### src/rtl/deadband_accum.sv
module deadband_accum #(
  parameter int SAMPLE_W = 16,
  parameter int THR_W    = 16,
  parameter int ACC_W    = 32,
  parameter int LIMIT    = 16666
) (
  input  logic                clk,
  input  logic                rst_n,
  input  logic [THR_W-1:0]    thr_cfg_i,
  input  logic [SAMPLE_W-1:0] sample_i,
  input  logic                sample_vld_i,
  output logic [ACC_W-1:0]    chg_acc_o,
  output logic [ACC_W-1:0]    dis_acc_o,
  output logic                ovr_o
);

  localparam int CMP_W = (SAMPLE_W > THR_W) ? SAMPLE_W : THR_W;
  localparam logic [SAMPLE_W-1:0] LIM = LIMIT[SAMPLE_W-1:0];

  logic [SAMPLE_W-1:0] mag, amt;
  logic                over, pass, is_pos, is_neg;
  logic [ACC_W:0]      chg_sum, dis_sum;

  assign mag    = sample_i[SAMPLE_W-1] ? (~sample_i + 1'b1) : sample_i;
  assign over   = mag > LIM;
  assign amt    = over ? LIM : mag;
  assign pass   = (thr_cfg_i == '0) ||
                  (CMP_W'(mag) >= CMP_W'(thr_cfg_i));
  assign is_neg = sample_i[SAMPLE_W-1];
  assign is_pos = !is_neg && (sample_i != '0);

  assign chg_sum = {1'b0, chg_acc_o} + (ACC_W+1)'(amt);
  assign dis_sum = {1'b0, dis_acc_o} + (ACC_W+1)'(amt);

  always_ff @(posedge clk) begin
    if (!rst_n) begin
      chg_acc_o <= '0;
      dis_acc_o <= '0;
      ovr_o     <= 1'b0;
    end else if (sample_vld_i) begin
      if (over) ovr_o <= 1'b1;
      if (pass && is_pos)
        chg_acc_o <= chg_sum[ACC_W] ? '1 : chg_sum[ACC_W-1:0];
      if (pass && is_neg)
        dis_acc_o <= dis_sum[ACC_W] ? '1 : dis_sum[ACC_W-1:0];
    end
  end

endmodule

### config.mk
export PLATFORM = sky130hd
export DESIGN_NAME = deadband_accum
export DESIGN_NICKNAME = d
export VERILOG_FILES = /design/src/rtl/deadband_accum.sv
export SDC_FILE = /design/constraint.sdc
export NUM_CORES = 1
export LEC_CHECK = 0
export CORE_AREA = 10 10 109 111
export DETAILED_ROUTE_END_ITERATION = 7
export DIE_AREA = 0 0 119 121
export HOLD_SLACK_MARGIN = 0.06
export PLACE_DENSITY = 0.95
export SLEW_MARGIN = 20
export SYNTH_ARGS = -nofsm -noshare
export SYNTH_HDL_FRONTEND = slang
export SYNTH_SLANG_ARGS = --single-unit
### constraint.sdc
create_clock -name clk -period 18 [get_ports clk]
set_clock_uncertainty 0.15 [all_clocks]
set_input_delay 3.6 -clock clk [delete_from_list [all_inputs] [get_ports clk]]
set_output_delay 3.6 -clock clk [all_outputs]
set_load 0.005 [all_outputs]
==> run summary, run 1 <==
In this run, post-CTS repair resized a total of 0 instances. The final hold violation count is 0. The pre-antenna-repair detailed-routing pass consisted of 5 iterations. The critical path goes through clkdlybuf4s50_1 > or4_1 > or4_4 > a2111oi_4 > a21boi_2 > a21boi_2 > nor2_1 > a41oi_1 > nor2_1 > ha_1 > inv_1 > fa_1 > o21bai_1 > a21oi_1 > o21ai_0 > maj3_1 > o2111ai_1 > a21oi_1 > o21ai_2 > nand4_1 > o221a_2. The number of fill cells in the layout is 762. TritonCTS built the clock tree. The clock passes through at most 2 buffers. The startpoint of the worst register-to-register path is dis_acc_o[0]. The number of distinct standard cells referenced by the synthesized netlist is 79. The tightest hold margin is 394 ps. For the worst setup path, the data required time is 18100 ps. The capturing point of the worst reg2reg path is dis_acc_o[27]. Summed over all nets, the half-perimeter wirelength after detailed placement is 13400 um. Setup repair after global routing left no endpoint under its margin. The number of buffers inserted to repair setup after CTS came out at 0. The tightest min-delay check is of the flip-flop to flip-flop type. The sum of negative setup slack is 0 ps. The total leakage power came out at 2.74 nW. After technology mapping, the gate count stands at 700. The switching share of power came out at 32.0%.

The stage delay of the slowest cell on the critical path is 740 ps. The largest driver fanout on the critical path came out at 15. The net count of the finished layout is 857. The worst path in the final design needs a cycle of 10320 ps, including I/O delays and setup.

Setup violations remaining at the end of the flow were counted as 0. Counting instances in the post-synthesis netlist gives the leading cell types as sky130_fd_sc_hd__dfxtp_1 (65), sky130_fd_sc_hd__inv_1 (52), sky130_fd_sc_hd__nand2_1 (47). The number of violations reported at the end of detailed-routing iteration 0 came out at 613. The core region area is 9640 sq um. Measured along the x axis, the die boundary spans 119 um. The maximum number of pins on one net before global-route repair is 58. The share of synthesized registers carrying an async set or reset came out at 0%. The TritonCTS sink count is 65. The post-layout utilization of the core came out at 71.5%. The critical path is of the primary input to flip-flop type. The most frequent cell after synthesis is sky130_fd_sc_hd__dfxtp_1. sky130_fd_sc_hd__dfxtp_1 takes more of the synthesized area than any other cell. The dominant combinational cell family by area after synthesis is compound AO/OA/AOI/OAI gates. The via count is 6018. The post-layout instance area came out at 6900 sq um.

The number of enable-type register cells in the synthesized netlist is 0. STA classifies the critical path endpoint as a flip-flop. The fraction of the mapped netlist area in compound gates came out at 32.9%. STA classifies the critical path startpoint as a primary input.

Registers are responsible for 37.8% of the overall power. The y dimension of the die came out at 121 um. The most common flop cell mapped by yosys is sky130_fd_sc_hd__dfxtp_1. The clock transition at the registers of the reported paths is 70 ps. The critical path starts at sample_i[7]. The wire length of the first global-routing pass is 29500 um. The maximum vdd drop came out at 0.0472 mV.

Yosys printed 0 warnings. Counting flops and latches in the post-synthesis netlist gives 65. The final-report max-slew violation count is 0. The highest achievable clock rate is 96.9 MHz. The residual overflow from global routing is 0. The number of maximum-capacitance violations is 0.

The number of remaining DRC errors is 0. In this run the clock root is driven by a sky130_fd_sc_hd__clkbuf_8. The layout overhead on the synthesized area is 21.8%.

The clock network burns 33.7% of the power. Summing all placed instances gives a cell area of 6690 sq um. The path depth of the worst reg2reg path came out at 12. The fraction of the yosys area taken by sequential cells is 23.0%.

The starting utilization of the core area came out at 58.7%. The via count of the first global-routing pass was 5927. The synthesized area per cell came out at 8.09 sq um.

The H-tree was split into 3 levels. In this run the core area contains 36 standard-cell rows. The weighted congestion reported at the end of routability-driven placement is 0.932. The share of cell area taken by muxes after synthesis came out at 0%. The count of hold-fix buffers inserted at cts is 0. The simple-gate share of the synthesized area came out at 20.5%. The capturing element of the worst setup path is dis_acc_o[27]. The post-detailed-route wirelength per cell came out at 19.4 um. For this design the top-level I/O count stands at 100. The share of the synthesized area in the top cell type came out at 23.0%. The reg-to-reg setup timing slack came out at 14330 ps. The initial antenna violation count came out at 0.

The internal power of the cells is 0.271 mW. The die area came out at 14400 sq um. The share of total power in combinational logic is 28.6%. The design draws 0.398 mW. The number of port buffers is 99. Summing the areas of all fa, ha and maj instances in the mapped netlist gives 11.8% of the synthesized area. For this design, the slowest cell found on the critical path is sky130_fd_sc_hd__or4_1. In this run the power density over the cells is 57.7 nW/um^2.

The flow ran to the end, and the final reports show no timing, DRC or antenna violations. The part of the cycle the worst path needs came out at 57.3%. The total wire length is 17800 um.

The switching power came out at 0.127 mW. The fraction of layout cells with a size suffix above 1 came out at 7.93%. The count of antenna diodes in the layout is 0. The transition time of the tightest slew-check pin is 997 ps. The mapped cell area came out at 5660 sq um. The clock insertion delay at the later pin of the skew report is 360 ps. The total routing resource utilization after global routing is 24.2%. The detailed-route vias per instance is 6.58. The worst pin sits at a relative slew slack of 33.3%. The number of CTS-inserted buffers came out at 9.

After synthesis, the cell types taking the most area are sky130_fd_sc_hd__dfxtp_1 (23%), sky130_fd_sc_hd__ha_1 (9.5%), sky130_fd_sc_hd__xnor2_1 (4.0%), sky130_fd_sc_hd__inv_1 (3.4%), sky130_fd_sc_hd__a21o_1 (3.2%). The fraction of synthesized cell area in xor and xnor cells is 5.57%. The arrival time reported for the critical path endpoint is 10420 ps.

The count of nets left with antenna violations once routing finished came out at 0.
-- worst min-delay path by stage --
stage | startpoint | end | slack, ps | cells past startpoint
after floorplan | ovr_o | ovr_o | 310 | 2
after global placement | ovr_o | ovr_o | 360 | 2
after detailed placement | ovr_o | ovr_o | 360 | 2
after CTS | ovr_o | ovr_o | 380 | 2
after global routing | ovr_o | ovr_o | 410 | 2
final | dis_acc_o[18] | dis_acc_o[20] | 390 | 2
-- through the flow --
step	cells	setup WS, ps
global route	915	7310
detailed placement	899	7510
finish	915	7680
CTS	915	7850
global placement	899	7720
floorplan	701	8950
-- power groups by stage --
stage / Sequential, mW / Combinational (mW) / Clock (mW)
after global placement: 0.153 / 0.106 / 0
after floorplan: 0.153 / 0.0755 / 0
after global routing: 0.150 / 0.124 / 0.140
after CTS: 0.150 / 0.111 / 0.134
final: 0.150 / 0.114 / 0.134
after detailed placement: 0.153 / 0.110 / 0
-- kinds of logic after synthesis --
logic type / after synthesis
simple gates: 214
other cells: 1
compound gates: 242
flops: 65
fa+ha+maj: 54
buf+inv: 88
xor+xnor: 36
-- per-layer routing --
metal | part of all wire (%) | track usage, % | up-vias | routed length, um
met2 | 46 | 40.2 | 294 | 8250
met4 | 4.2 | 10.4 | 0 | 752
met5 | 0 | 0 | - | 0
met1 | 41 | 28.5 | 2838 | 7330
met3 | 8.2 | 7.31 | 60 | 1460
li1 | - | - | 2826 | -
-- layout make-up --
class	instances	area (sq um)	area share [%]
Multi-Input combinational cell	548	4020	58.3
Sequential cell	65	1300	18.9
Clock buffer	14	173	2.50
Clock inverter	2	35.0	0.508
Inverter	52	195	2.83
Timing Repair Buffer	101	1010	14.6
Tap cell	133	166	2.41
-- sequential cells by signal, indices dropped and copies added (netlist names) --
signal,count
ovr_o,1
chg_acc_o,32
dis_acc_o,32
-- cell usage in the layout, fill, tap and decap left out, drive strengths merged, types with 10 or more instances in the layout --
master         netlist  final
xor2                10     10
o221a               14     14
clkdlybuf4s50        0     99
a31oi               23     23
ha                  43     43
o31a                16     16
o311a               11     11
nand4               10     10
dfxtp               65     65
inv                 52     52
and2                10     10
nor2                29     29
o21ai               36     36
or2                 16     16
a21o                24     24
nand3               18     18
xnor2               26     26
and3                18     18
a21oi               32     32
o31ai               11     11
nor3                15     15
nand2               48     48
clkbuf              27     14
nand2b              10     10
nor4                15     15
-- worst max-delay path: cells and delay by family --
family,cells,cell delay (ps)
AO/OA/AOI/OAI,11,3430
buffers and inverters,2,590
adder cells (fa/ha/maj),3,920
AND/OR/NAND/NOR,5,1860
No activity file was read; power rests on OpenSTA's default activity.
==> run 2: changes to the inputs <==
--- a/config.mk
+++ b/config.mk
@@ -5,11 +5,11 @@
 export SDC_FILE = /design/constraint.sdc
 export NUM_CORES = 1
 export LEC_CHECK = 0
-export CORE_AREA = 10 10 109 111
+export CORE_AREA = 10 10 119 121
 export DETAILED_ROUTE_END_ITERATION = 7
-export DIE_AREA = 0 0 119 121
+export DIE_AREA = 0 0 129 131
 export HOLD_SLACK_MARGIN = 0.06
-export PLACE_DENSITY = 0.95
+export PLACE_DENSITY = 0.86
 export SLEW_MARGIN = 20
 export SYNTH_ARGS = -nofsm -noshare
 export SYNTH_HDL_FRONTEND = slang
==> constraint.sdc (replaced) <==
create_clock -name clk -period 8.8 [get_ports clk]
set_clock_uncertainty 0.15 [all_clocks]
set_input_delay 1.76 -clock clk [delete_from_list [all_inputs] [get_ports clk]]
set_output_delay 1.76 -clock clk [all_outputs]
set_load 0.005 [all_outputs]
==> run 2 against run 1 <==
Worst hold slack worse by 15 ps. Sequential cell count unchanged. Clock-buffer cell count down 3. Register-to-register slack worse by 9200 ps. Global-route usage down 4.4 points. Die area up 17%. Clock power up 150%. Setup slack worse by 6800 ps. Cell area up 1.5%. Sequential power up 110%.
==> run summary, run 2 (synthesis results as in run 1) <==
The routed length on met1 is 7730 um (+5.5%). The number of cell rows came to 40 (+11%). In this run the most critical hold path is launched from chg_acc_o[26]. Leaving out fill and tap cells, the most frequent cells in the layout are sky130_fd_sc_hd__clkdlybuf4s50_1 (98), sky130_fd_sc_hd__dfxtp_1 (65), sky130_fd_sc_hd__inv_1 (52). The via count is 5820 (-3.3%). STA classifies the critical path endpoint as a flip-flop.

The detailed router used layers up to and including met4. The count of final setup violators came out at 0 (unchanged). The number of violations reported at the end of detailed-routing iteration 0 came out at 476 (-22%).

The startpoint of the worst register-to-register path is dis_acc_o[0]. The die area was 16900 sq um (+17%). The worst path needs 7900 ps of the cycle, external delays included. The post-detailed-route wirelength per cell is 18.3 um (-6.0%).

The largest driver fanout on the critical path came to 15 (unchanged). The total cell area at the placement stage is 6720 sq um (+0.52%). The residual overflow from global routing came out at 0 (unchanged).

The maximum vdd drop came out at 0.0864 mV (+83%). The number of placed I/O pins came to 100 (unchanged). The maximum number of pins on one net before global-route repair is 58 (unchanged). The total routing resource utilization after global routing is 19.9% (-4.4 points). The net count of the finished layout came to 860 (+0.35%). The total wire length is 17000 um (-4.2%).

The capturing point of the worst reg2reg path is dis_acc_o[24]. The end of the worst hold path is chg_acc_o[26]. The number of CTS-inserted buffers is 9 (unchanged).

The final-report max-slew violation count came out at 0 (unchanged). The total leakage power is 2.79 nW (+1.6%). The number of maximum-capacitance violations is 0 (unchanged). The run finished with clean final reports.

The floorplan die width is 129 um (+8.4%). The worst hold-check path type is flip-flop to flip-flop. The fraction of layout cells with a size suffix above 1 is 8.54% (+0.61 points). The via count of the first global-routing pass came out at 5511 (-7.0%). The starting utilization of the core area came to 47.9% (-11 points). The layout overhead on the synthesized area is 23.6%. The TritonCTS sink count was 65 (unchanged).

The setup path with the least slack is of type primary input to flip-flop. The maximum clock path buffer count came out at 2 (unchanged). The path depth of the worst reg2reg path is 13 (+1).

The count of hold-fix buffers inserted at cts came to 0 (unchanged). The sum of negative setup slack is 0 ps (unchanged). The detailed route wirelength on metal3 came out at 1310 um (-10%). The detailed-route vias per instance is 6.24 (-5.1%). The number of optimization iterations in the first detailed-route pass is 6 (+1).

The y dimension of the die came out at 131 um (+8.3%). The number of remaining DRC errors is 0 (unchanged). The post-layout utilization of the core came out at 59.2% (-12 points). The library cell used most frequently in the layout, excluding fill and tap cells, is sky130_fd_sc_hd__clkdlybuf4s50_1. The overall power after layout is 0.870 mW (+120%). The cell sitting at the root of the clock tree is a sky130_fd_sc_hd__clkbuf_16. The clock insertion delay at the later pin of the skew report came out at 340 ps (-20 ps). The met2 wire length came out at 7530 um (-8.7%).

The worst hold path cell count is 1 (-1). The number of antenna-violating nets in the routed design is 0 (unchanged). The clock transition at the registers of the reported paths is 60 ps (about the same). The core region area was 11800 sq um (+23%).

In the final layout, the registers with the most flip-flops are chg_acc_o: 32 flops, dis_acc_o: 32 flops, ovr_o: 1 flops. The final hold violation count came out at 0 (unchanged). The relative max-transition margin came out at 38.5% (+5.1 points).

The count of instances resized after the clock tree is built is 0 (unchanged). The transition time of the tightest slew-check pin came to 920 ps (-77.0 ps). The part of the cycle the worst path needs came out at 89.8%. The number of port buffers came to 99 (unchanged). Setup repair after global routing left no endpoint under its margin. The depth of the CTS H-tree came to 3 (unchanged). The initial antenna violation count came out at 0 (unchanged). The post-layout instance area is 7000 sq um (+1.5%). The weighted congestion reported at the end of routability-driven placement came to 0.957 (+2.7%). The worst endpoint required time is 8880 ps (-9220 ps).

The number of buffers inserted to repair setup after CTS is 0 (unchanged). The startpoint type of the worst setup path is a primary input. TritonCTS built the clock tree. The count of antenna diodes in the layout came out at 0 (unchanged). The wire length of the first global-routing pass came to 27400 um (-6.9%).

The reg-to-reg setup timing slack came out at 5130 ps (-9200 ps). The arrival time reported for the critical path endpoint came out at 7980 ps (-2440 ps). The HPWL after detailed placement came out at 12800 um (-4.6%). The highest achievable clock rate is 127 MHz. The power density relative to cell area was 124 nW/um^2 (+120%).
-- run 2: cell types whose count changed in the layout (fill, tap and decap cells not counted), sizes merged --
cell,previous run,this run
clkdlybuf4s50,99,98
clkinv,1,4
clkbuf,14,11
clkinvlp,0,1
buf,2,6
bufinv,1,0
-- run 2: layout make-up --
cell class              count  area [sq um]
clock buffers              11           243
clock inverters             5          31.3
fillers                  1066          4810
inverters                  52           195
multi-input cells         548          4020
flip-flops and latches     65          1300
well taps                 147           184
repair buffers            104          1020
-- run 2: worst max-delay path by stage --
stage                start  slack, ps             to
2_1_floorplan  sample_i[9]       1590  dis_acc_o[22]
3_3_place_gp   sample_i[7]        800  dis_acc_o[24]
3_5_place_dp   sample_i[7]        630  dis_acc_o[24]
4_1_cts        sample_i[7]        970  dis_acc_o[24]
5_1_grt        sample_i[0]        350  dis_acc_o[23]
6_report       sample_i[7]        900  dis_acc_o[23]
-- run 2: metrics by stage --
| stage | cells | hold WS [ps] | setup WS (ps) |
|---|---|---|---|
| finish | 932 | 379 | 899 |
| global route | 932 | 417 | 347 |
| CTS | 932 | 375 | 967 |
| detailed placement | 916 | 366 | 632 |
| global placement | 916 | 368 | 800 |
| floorplan | 701 | 310 | 1590 |
-- run 2: per-layer routing --
layer / GRT usage [%] / vias up
met5: 0 / -
met4: 8.63 / 0
met3: 5.36 / 34
met2: 31.0 / 221
met1: 25.3 / 2726
li1: - / 2839
-- run 2: critical path, cell delays in order --
cell and delay [ps]:
sky130_fd_sc_hd__clkdlybuf4s50_1 510, sky130_fd_sc_hd__or4_1 760, sky130_fd_sc_hd__o41ai_1 760, sky130_fd_sc_hd__a2111oi_4 120, sky130_fd_sc_hd__a21boi_2 200, sky130_fd_sc_hd__a21boi_2 150, sky130_fd_sc_hd__buf_4 190, sky130_fd_sc_hd__nor2_1 90
sky130_fd_sc_hd__a41oi_1 50, sky130_fd_sc_hd__buf_4 180, sky130_fd_sc_hd__or2_2 300, sky130_fd_sc_hd__ha_1 350, sky130_fd_sc_hd__nand2_1 110, sky130_fd_sc_hd__o21bai_1 100, sky130_fd_sc_hd__a21oi_1 140, sky130_fd_sc_hd__o21ai_0 90
sky130_fd_sc_hd__maj3_1 430, sky130_fd_sc_hd__o2111ai_1 270, sky130_fd_sc_hd__a21oi_1 150, sky130_fd_sc_hd__o21ai_2 620, sky130_fd_sc_hd__nand4_1 280, sky130_fd_sc_hd__o221a_2 370
-- run 2: report_power, final --
part / internal, mW / switching, mW / total [mW]
logic: 0.100 / 0.132 / 0.232
clock network: 0.197 / 0.134 / 0.331
registers: 0.301 / 0.00672 / 0.308
total: 0.598 / 0.272 / 0.870
==> run 3: changes to the inputs <==
==> constraint.sdc (replaced) <==
create_clock -name clk -period 8.8 [get_ports clk]
set_clock_uncertainty 0.15 [all_clocks]
set_input_delay 1.32 -clock clk [delete_from_list [all_inputs] [get_ports clk]]
set_output_delay 1.32 -clock clk [all_outputs]
set_load 0.005 [all_outputs]
==> run 3 against run 2 <==
Sequential power hardly changed. Largest cell class unchanged. Global-route usage is 0.056 points lower. Highest routed layer unchanged. Wire length hardly changed. Critical path type unchanged. Via count is 0.79% higher.
==> run summary, run 3 (synthesis results as in run 1) <==
STA classifies the critical path startpoint as a primary input. The HPWL after detailed placement came out at 12700 um (-0.56%). The slowest stage of the critical path belongs to the cell sky130_fd_sc_hd__or4_1. The part of the cycle the worst path needs came out at 89.6% (-0.21 points). The via count is 5866 (+0.79%).

The library cells used most frequently in the layout, excluding fill and tap cells, are sky130_fd_sc_hd__clkdlybuf4s50_1 (98), sky130_fd_sc_hd__dfxtp_1 (65), sky130_fd_sc_hd__inv_1 (52). The count of hold-fix buffers inserted at cts is 0 (unchanged). The y dimension of the die came out at 131 um (unchanged). Compared with the post-synthesis result, the final layout area differs by 24.6%. Leaving out fill and tap cells, the most frequent cell in the layout is sky130_fd_sc_hd__clkdlybuf4s50_1. The critical path is of the primary input to flip-flop type. The number of placed I/O pins came out at 100 (unchanged). The fraction of layout cells with a size suffix above 1 came out at 8.31% (-0.22 points). The number of remaining DRC errors is 0 (unchanged). The number of maximum-capacitance violations is 0 (unchanged). The worst register-to-register path begins at dis_acc_o[0]. The maximum clock path buffer count is 2 (unchanged). The minimum clock period came out at 7880 ps (-18.4 ps).

The number of antenna-violating nets in the routed design is 0 (unchanged). The count of final setup violators is 0 (unchanged). The number of optimization iterations in the first detailed-route pass came out at 5 (-1). The worst endpoint required time is 8870 ps (about the same). The sequential cell area came out at 1300 sq um (unchanged). The total area of multi-input combinational cells is 4020 sq um (unchanged). The number of CTS-inserted buffers is 9 (unchanged). The depth of the CTS H-tree is 3 (unchanged). The CTS tree is built. The power density relative to cell area came out at 136 nW/um^2 (+9.3%). Walking the worst path, the cells encountered are clkdlybuf4s50_1 > or4_1 > or4_4 > a2111oi_4 > a21boi_2 > a21boi_2 > nor2_1 > a41oi_1 > nor2_1 > ha_1 > inv_1 > fa_1 > o21bai_1 > a21oi_1 > o21ai_0 > maj3_1 > o2111ai_1 > a21oi_1 > o21ai_2 > nand4_1 > o221a_2. The total routing resource utilization after global routing came out at 19.8% (-0.056 points). The largest registers in the layout are chg_acc_o: 32 flops, dis_acc_o: 32 flops, ovr_o: 1 flops. The cell sitting at the root of the clock tree is a sky130_fd_sc_hd__clkbuf_16. The worst hold-check path type is flip-flop to flip-flop. The highest achievable clock rate came to 127 MHz (+0.23%). The core region area came to 11800 sq um (unchanged). The number of fill cells in the layout was 1020 (-4.3%). The via count of the first global-routing pass came out at 5535 (+0.44%). The arrival time reported for the critical path endpoint is 7950 ps (-30 ps). The stage delay of the slowest cell on the critical path came to 730 ps (-30 ps). STA classifies the critical path endpoint as a flip-flop. The transition time of the tightest slew-check pin is 990 ps (+69.8 ps). Setup repair after global routing left no endpoint under its margin.

The weighted congestion reported at the end of routability-driven placement came to 0.956 (-0.11%). The die area is 16900 sq um (unchanged). The number of cell rows is 40 (unchanged).

The largest driver fanout on the critical path came to 15 (unchanged). The final-report max-slew violation count came to 0 (unchanged). The total wire length came to 17000 um (about the same). The final hold violation count is 0 (unchanged). The post-detailed-route wirelength per cell came to 18.3 um (+0.29%). The relative max-transition margin came out at 34.0% (-4.5 points).

The net count of the finished layout was 857 (-0.35%). The run finished with clean final reports. The initial antenna violation count came out at 0 (unchanged). The number of buffers inserted to repair setup after CTS was 0 (unchanged). The tightest hold margin was 345 ps (-34.0 ps). The number of violations reported at the end of detailed-routing iteration 0 was 480 (+0.84%). The wire length of the first global-routing pass is 27600 um (+0.65%). The count of instances resized after the clock tree is built came out at 0 (unchanged).

The TritonCTS sink count is 65 (unchanged). The clock transition at the registers of the reported paths is 50 ps (about the same). In this run the worst setup path begins at sample_i[7].

The total leakage power is 2.80 nW (+0.67%). The starting utilization of the core area is 47.9% (unchanged). The maximum vdd drop is 0.0965 mV (+12%).

The detailed-route vias per instance is 6.31 (+1.1%). The residual overflow from global routing was 0 (unchanged). The maximum number of pins on one net before global-route repair came out at 58 (unchanged). The count of antenna diodes in the layout came out at 0 (unchanged). The floorplan die width came out at 129 um (unchanged).

The sum of negative setup slack came out at 0 ps (unchanged). The worst hold path begins at ovr_o. The number of port buffers is 99 (unchanged).

The clock insertion delay at the later pin of the skew report is 330 ps (about the same).
run 3: cell types whose count changed in the layout (fill, tap and decap cells not counted):
cell / before / now
sky130_fd_sc_hd__buf_4: 5 / 2
sky130_fd_sc_hd__bufinv_16: 0 / 3
sky130_fd_sc_hd__clkbuf_1: 1 / 0
sky130_fd_sc_hd__clkinv_2: 3 / 0
sky130_fd_sc_hd__clkinv_4: 1 / 2
run 3: where the power goes:
part | leakage (nW) | switching, mW | internal (mW) | total (mW)
Sequential | 0.525 | 0.00651 | 0.301 | 0.307
Clock | 0.169 | 0.136 | 0.285 | 0.421
Combinational | 2.11 | 0.132 | 0.0991 | 0.231
Total | 2.80 | 0.274 | 0.685 | 0.959
run 3: final timing paths:
| path | end | slack (ps) | cells after the start |
|---|---|---|---|
| setup / recovery | dis_acc_o[23] | 920 | 21 |
| hold / removal | ovr_o | 350 | 2 |
| setup reg to reg | dis_acc_o[24] | 5180 | 14 |
| hold reg to reg | ovr_o | 350 | 2 |
run 3: area by class of cell:
cell class	instances	share of cell area, %
well taps	147	2.61
clock buffers	10	3.39
inverters	52	2.77
multi-input cells	548	57.0
flip-flops and latches	65	18.4
clock inverters	6	1.63
repair buffers	101	14.2
run 3: metal layers:
metal	part of all wire, %	track usage, %	up-vias
li1	-	-	2829
met1	44	25.0	2778
met2	45	32.0	230
met3	9.1	5.84	29
met4	1.7	5.89	0
met5	0	0	-
run 3: worst max-delay path, delay by kind of cell:
| kind | cells | cell delay (ps) |
|---|---|---|
| AO/OA/AOI/OAI | 11 | 3270 |
| adder cells (fa/ha/maj) | 3 | 920 |
| buffers and inverters | 2 | 580 |
| AND/OR/NAND/NOR | 5 | 1840 |
run 3: stage by stage:
stage	instances	area, sq um	worst slack (ps)	utilization (%)	power (mW)
global placement	913	6700	829	56.7	0.535
finish	929	7050	917	59.7	0.959
floorplan	701	5670	2030	-	0.467
CTS	929	7050	957	59.7	0.960
global route	929	7050	436	59.7	1.00
detailed placement	913	6700	661	56.7	0.539
